<file path="src/rtl/usb_addr_pkg.sv">
package usb_addr_pkg;
  localparam int ADDR_W  = 7;
  localparam int DATA_W  = ADDR_W + 1;
  localparam int OFF_W   = 4;

  // strobes from control to datapath
  typedef struct packed {
    logic stageLoad;  // latch new write data into staged address
    logic commit;     // copy staged address into active address
  } ctrlStrobes_t;
endpackage

</file>
<file path="src/rtl/usb_addr_ctrl.sv">
module usb_addr_ctrl
  import usb_addr_pkg::*;
#(
  parameter int OFFSET_W = OFF_W
) (
  input  logic                clk,
  input  logic                rstN,
  input  logic [OFFSET_W-1:0] regOffset,
  input  logic                regWrEn,
  input  logic                xferDone,
  output ctrlStrobes_t        strobes,
  output logic                pending
);
  logic selAddrReg;
  assign selAddrReg = (regOffset == '0);

  always_comb begin
    strobes.stageLoad = regWrEn && selAddrReg;
    // commit only when something is waiting; takes the old staged value
    strobes.commit    = xferDone && pending;
  end

  always_ff @(posedge clk) begin
    if (!rstN)                  pending <= 1'b0;
    else if (strobes.stageLoad) pending <= 1'b1;
    else if (strobes.commit)    pending <= 1'b0;
  end


  write_sets_flag_chk: assert property (@(posedge clk) disable iff (!rstN)
    (regWrEn && regOffset == '0) |=> pending);

  commit_clears_flag_chk: assert property (@(posedge clk) disable iff (!rstN)
    (xferDone && pending && !(regWrEn && regOffset == '0)) |=> !pending);

  idle_flag_stable_chk: assert property (@(posedge clk) disable iff (!rstN)
    (!pending && !(regWrEn && regOffset == '0)) |=> !pending);
endmodule

</file>
<file path="src/rtl/usb_addr_dp.sv">
module usb_addr_dp
  import usb_addr_pkg::*;
#(
  parameter int AW       = ADDR_W,
  parameter int OFFSET_W = OFF_W
) (
  input  logic                clk,
  input  logic                rstN,
  input  ctrlStrobes_t        strobes,
  input  logic                pending,
  input  logic [OFFSET_W-1:0] regOffset,
  input  logic [AW:0]         regWrData,
  output logic [AW:0]         regRdData,
  input  logic                tokValid,
  input  logic [AW-1:0]       tokAddr,
  output logic                addrMatch
);
  logic [AW-1:0] stagedAddr;
  logic [AW-1:0] activeAddr;

  always_ff @(posedge clk) begin
    if (!rstN) begin
      stagedAddr <= '0;
      activeAddr <= '0;
      addrMatch  <= 1'b0;
    end else begin
      if (strobes.stageLoad) stagedAddr <= regWrData[AW-1:0];
      if (strobes.commit)    activeAddr <= stagedAddr;
      addrMatch <= tokValid && (tokAddr == activeAddr);
    end
  end

  always_comb begin
    if (regOffset == '0) regRdData = {pending, stagedAddr};
    else                 regRdData = '0;
  end


  active_hold_chk: assert property (@(posedge clk) disable iff (!rstN)
    !strobes.commit |=> $stable(activeAddr));

  commit_copy_chk: assert property (@(posedge clk) disable iff (!rstN)
    strobes.commit |=> (activeAddr == $past(stagedAddr)));

  match_needs_token_chk: assert property (@(posedge clk) disable iff (!rstN)
    !tokValid |=> !addrMatch);
endmodule

</file>
<file path="src/rtl/usb_addr_commit.sv">
module usb_addr_commit
  import usb_addr_pkg::*;
#(
  parameter int AW       = ADDR_W,
  parameter int OFFSET_W = OFF_W
) (
  input  logic                clk,
  input  logic                rstN,
  input  logic [OFFSET_W-1:0] regOffset,
  input  logic                regWrEn,
  input  logic [AW:0]         regWrData,
  output logic [AW:0]         regRdData,
  input  logic                xferDone,
  input  logic                tokValid,
  input  logic [AW-1:0]       tokAddr,
  output logic                addrMatch
);
  ctrlStrobes_t strobes;
  logic         pending;

  usb_addr_ctrl #(.OFFSET_W(OFFSET_W)) u_ctrl (
    .clk(clk), .rstN(rstN), .regOffset(regOffset), .regWrEn(regWrEn),
    .xferDone(xferDone), .strobes(strobes), .pending(pending)
  );

  usb_addr_dp #(.AW(AW), .OFFSET_W(OFFSET_W)) u_dp (
    .clk(clk), .rstN(rstN), .strobes(strobes), .pending(pending),
    .regOffset(regOffset), .regWrData(regWrData), .regRdData(regRdData),
    .tokValid(tokValid), .tokAddr(tokAddr), .addrMatch(addrMatch)
  );
endmodule

</file>
<file path="config.mk">
export PLATFORM = sky130hd
export DESIGN_NAME = usb_addr_commit
export DESIGN_NICKNAME = d
export VERILOG_FILES = /design/src/rtl/usb_addr_pkg.sv /design/src/rtl/usb_addr_ctrl.sv /design/src/rtl/usb_addr_dp.sv /design/src/rtl/usb_addr_commit.sv
export SDC_FILE = /design/constraint.sdc
export NUM_CORES = 1
export LEC_CHECK = 0
export BUFFER_PORTS_ARGS = -buffer_cell sky130_fd_sc_hd__buf_2
export CAP_MARGIN = 20
export CORE_UTILIZATION = 40
export DETAILED_ROUTE_END_ITERATION = 6
export GPL_TIMING_DRIVEN = 0
export HOLD_SLACK_MARGIN = 0.1
export PLACE_DENSITY = 0.72
export SYNTH_ARGS = -nofsm -noshare
export SYNTH_HDL_FRONTEND = slang
export SYNTH_SLANG_ARGS = --single-unit
</file>
<file path="constraint.sdc">
create_clock -name clk -period 1 [get_ports clk]
set_clock_uncertainty 0.05 [all_clocks]
set_input_delay 0.15 -clock clk [delete_from_list [all_inputs] [get_ports clk]]
set_output_delay 0.15 -clock clk [all_outputs]
set_load 0.1 [all_outputs]
</file>
Yosys cells after proc, flatten, opt, wreduce, memory -nomap -nowiden
Index checks and enable logic that the tools add are counted.
{"block": "classes", "n_reduce_logical": 5, "muxes": 3, "n_eq_ne": 1}
{"cell": "8-bit two-way mux", "count": 1}
{"cell": "7-bit equality test", "count": 1}
{"cell": "4-bit logical NOT", "count": 1}
{"cell": "1-bit logical AND", "count": 3}
{"cell": "1-bit two-way mux", "count": 2}
{"cell": "2-bit nonzero test", "count": 1}
{"block": "word_totals", "word_cells": 13, "reg_bits": 16, "inputBits": 24}

Depth between registers and ports, before layout
{"block": "depth", "ltp_word": 3, "ltp_mapped": 4, "depth_no_buf": 3}

By module
Synthesis repeated with hierarchy kept, for this count alone.
{"block": "unflattened", "cells_unflattened": 72, "area_unflattened_um2": 759.5}
{"mod": "usb_addr_dp", "seq_area_each_um2": 300.3, "cells_per_inst": 65, "area_each_um2": 691.9, "n_inst": 1}
{"mod": "usb_addr_ctrl", "seq_area_each_um2": 20.0, "cells_per_inst": 7, "area_each_um2": 67.6, "n_inst": 1}

Least setup slack after synthesis
OpenSTA, ideal clock, no wires.
{"block": "synth_timing", "path_kind": "in2out", "start": "input regOffset[3]", "end": "output regRdData[0]", "arrival_ns": 1.497, "required_time_ns": 0.800, "cell_stages": 3, "path_buffers": 1, "slack_ns": -0.697, "path_cell_list": "nor4_4 -> clkbuf_2 -> and2_1"}
{"block": "synth_via", "elab_chain_cells": 2}
{"element": "from (decl)", "line_no": "usb_addr_commit.sv:9", "source": "input logic [OFFSET_W-1:0] regOffset,"}
{"element": "4-bit logical NOT", "line_no": "usb_addr_dp.sv:34", "source": "if (regOffset == '0) regRdData = {pending, stagedAddr};"}
{"element": "8-bit two-way mux", "line_no": "usb_addr_dp.sv:34"}
{"element": "to (decl)", "line_no": "usb_addr_commit.sv:12", "source": "output logic [AW:0] regRdData,"}
No other way between the ends.

Worst setup path in the final report
{"block": "layout_timing", "start": "input regOffset[0]", "end": "output regRdData[1]"}
Same word-level chain as after synthesis.

==> impl_metrics.csv <==
group,metric,value,unit
outcome,status,"complete, but fails checks",
outcome,failed_checks,"negative setup slack",
synth,netlist.area_leader.share,42.7,%
synth,synthMuxAreaShare,0,%
synth,seq_area_frac_synth,42.7,%
critical_path,worstPathMaxFanout,10,
clocking,clkLatencyLatePin,0.28,ns
global_route,grt_pass1_wl,2970,um
die,coreArea,1750,sq um
route,initialDrtViolationCount,19,
synth,post_synth_and_or_nand_nor_area_fraction,31.5,%
synth,synth_seq_cells,16,
placement,globalplace.congestion,0.706,
route,dr.pass1.iters,4,
synth,synth_edf_count,0,
power_and_ir_drop,leakagePower,0.492,nW
cells_and_area,drive_gt1_share,39.2,%
route,ant_nets,0,
critical_path,arrival,1.08,ns
cells_and_area,final_cell_area,1250,sq um
clocking,clockBufferDepth,2,
cells_and_area,final_cells,155,
critical_path,cp-start-kind,"input pin",
synth,synth.top_cells.by_count,"dfxtp_1 (16), nand2_1 (15), and2_1 (9), nand3_1 (8), nand4_1 (8)",
die,dieWidth,45.3,um
synth,synth_fp_nets,112,
sta,hold_slack,0.0953,ns
placement,dp_hpwl,1190,um
run,max_cap_viol_count,0,
power_and_ir_drop,vdd_drop_max,720,uV
synth,synth_area_leaders,"dfxtp_1 (43%), and2_1 (7.5%), nand2_1 (7.5%)",
synth,synth_fa_ha_area_share,0,%
critical_path,critPathRequiredTime,0.80,ns
route,drc,0,
sta,finalCritPeriodShare,128,%
cells_and_area,nets,155,
power_and_ir_drop,power-per-cell-area,983,nW/um^2
sta,maxSlewViolCount,0,
global_route,antenna_found_initial,0,
synth,ys_warn_count,0,
sta,fin_crit,1.28,ns
power_and_ir_drop,finalPower,1.23,mW
synth,synth_ff_type,"dfxtp_1",
global_route,grt_use_total,20.7,%
die,ios,33,
clocking,cts_tree,"built",
cells_and_area,area_delta_synth_final,66.3,%
clocking,htreeDepth,1,
cells_and_area,multiInputGateArea,420,sq um
synth,netlist_area,751,sq um
route,via_per_inst,4.87,
cells_and_area,seqCellArea,323,sq um
sta,fmax,784,MHz
sta,worst_pin_slew,0.416,ns
global_route,overflow,0,
synth,yosys.cell_count.top_type,"dfxtp_1",
synth,syn_avg_cell_area,8.53,sq um
sta,fin_ws,-0.275,ns
clocking,root_buffer,"clkbuf_4",
synth,synth_top_family_by_area,"simple AND/OR/NAND/NOR gates",
synth,synthCells,88,
global_route,grt_pass1_vias,710,
die,rows,15,
critical_path,worstSetupPathType,"input pin to output port",
sta,rsz0062_at_grt,"true",
placement,place_inst,142,
cells_and_area,final_util,71.5,%
sta,setup-tns-final,-2.16,ns
synth,synth_compound_area_share,12.7,%
route,drt-total-wl,1800,um
die,die_h,45.3,um
sta,setup_violations,9,
clocking,cts-buffers-inserted,3,
clocking,clkTransAtPathRegs,0.09,ns
route,num_vias,755,
placement,port-buffer-count,29,
route,wl_per_cell,11.6,um
synth,yosys.area.top_type,"dfxtp_1",
hold_path,hold_path.class,"input pin to flip-flop",
cells_and_area,antenna_cells,0,
clocking,cts_sinks,16,
sta,finalHoldViolCount,0,
die,die_area,2050,sq um
die,initial_utilization,43.0,%
critical_path,cp-end-kind,"output port",
synth,synth-xor-area-share,8.17,%
cells_and_area,nFillCells,130,
synth,synth_cell_types,19,
placement,dpl_cell_area,958,sq um
sta,max_slew_margin,72.3,%
synth,async_reset_ff_share,0,%
placement,place_ws,-0.710,ns
global_route,grt_max_degree,11,
repair_timing:
action                                 CTS  global route
endpoints found under the hold margin    8             0
pin swaps                                1             0
gates resized for setup                 42             2
setup endpoints to repair               16            14
setup buffers                            1             0
hold buffers                             8             0
routing by layer:
metal	vias up	part of all wire, %	track usage, %
met5	-	0	0
met4	0	0.61	9.09
met3	2	5.7	5.20
met2	33	52	35.9
met1	334	41	23.8
li1	386	-	-
flip-flops by register name, summed over array words and instances (netlist names):
name             cells
u_dp.activeAddr      7
u_dp.stagedAddr      7
u_ctrl.pending       1
u_dp.addrMatch       1
where the power goes:
part           switching [mW]  internal, mW  leakage [nW]
combinational          0.0650        0.0836         0.341
clock                   0.213         0.221        0.0210
sequential            0.00338         0.641         0.130
cell type report:
| cell class | instances | share of cell area, % |
|---|---|---|
| Multi-Input combinational cell | 65 | 33.7 |
| Timing Repair Buffer | 38 | 30.5 |
| Sequential cell | 16 | 25.9 |
| Buffer | 7 | 4.61 |
| Clock buffer | 4 | 2.91 |
| Tap cell | 25 | 2.51 |
cells in the final DEF, fill, tap and decap left out, types with 2 or more instances in the layout:
| master | synthesis | layout |
|---|---|---|
| buf_2 | 2 | 20 |
| nand2_1 | 15 | 14 |
| dfxtp_1 | 16 | 14 |
| buf_12 | 0 | 9 |
| and2_4 | 0 | 8 |
| nand4_1 | 8 | 8 |
| nand3_1 | 8 | 8 |
| dlygate4sd3_1 | 0 | 8 |
| o21ai_1 | 2 | 7 |
| a21boi_0 | 7 | 7 |
| xnor2_1 | 5 | 5 |
| buf_6 | 1 | 3 |
| clkbuf_4 | 0 | 3 |
| clkbuf_8 | 0 | 2 |
| xor2_1 | 2 | 2 |
| dfxtp_2 | 0 | 2 |
worst max-delay path: stages:
cell	delay, ns
buf_6	0.10
nor4_4	0.29
clkbuf_8	0.22
and2_4	0.16
buf_12	0.16
cells by family (layout without fill, tap and decap cells):
kind of cell           count (synthesis)  after routing
flip-flops                            16             16
XOR/XNOR                               7              7
AND/OR/NAND/NOR                       43             43
buffers and inverters                  7             49
AO/OA/AOI/OAI                         15             15
path summary, 6_finish.rpt:
kind,start,endpoint,slack [ns],cells past startpoint
setup / recovery,regOffset[0],regRdData[1],-0.28,5
hold / removal,rstN,u_dp.addrMatch,0.1,3
setup reg to reg,u_ctrl.pending,u_ctrl.pending,0.08,3
hold reg to reg,u_dp.activeAddr[4],u_dp.activeAddr[4],0.43,2
Power figures use the tool's default switching activity.
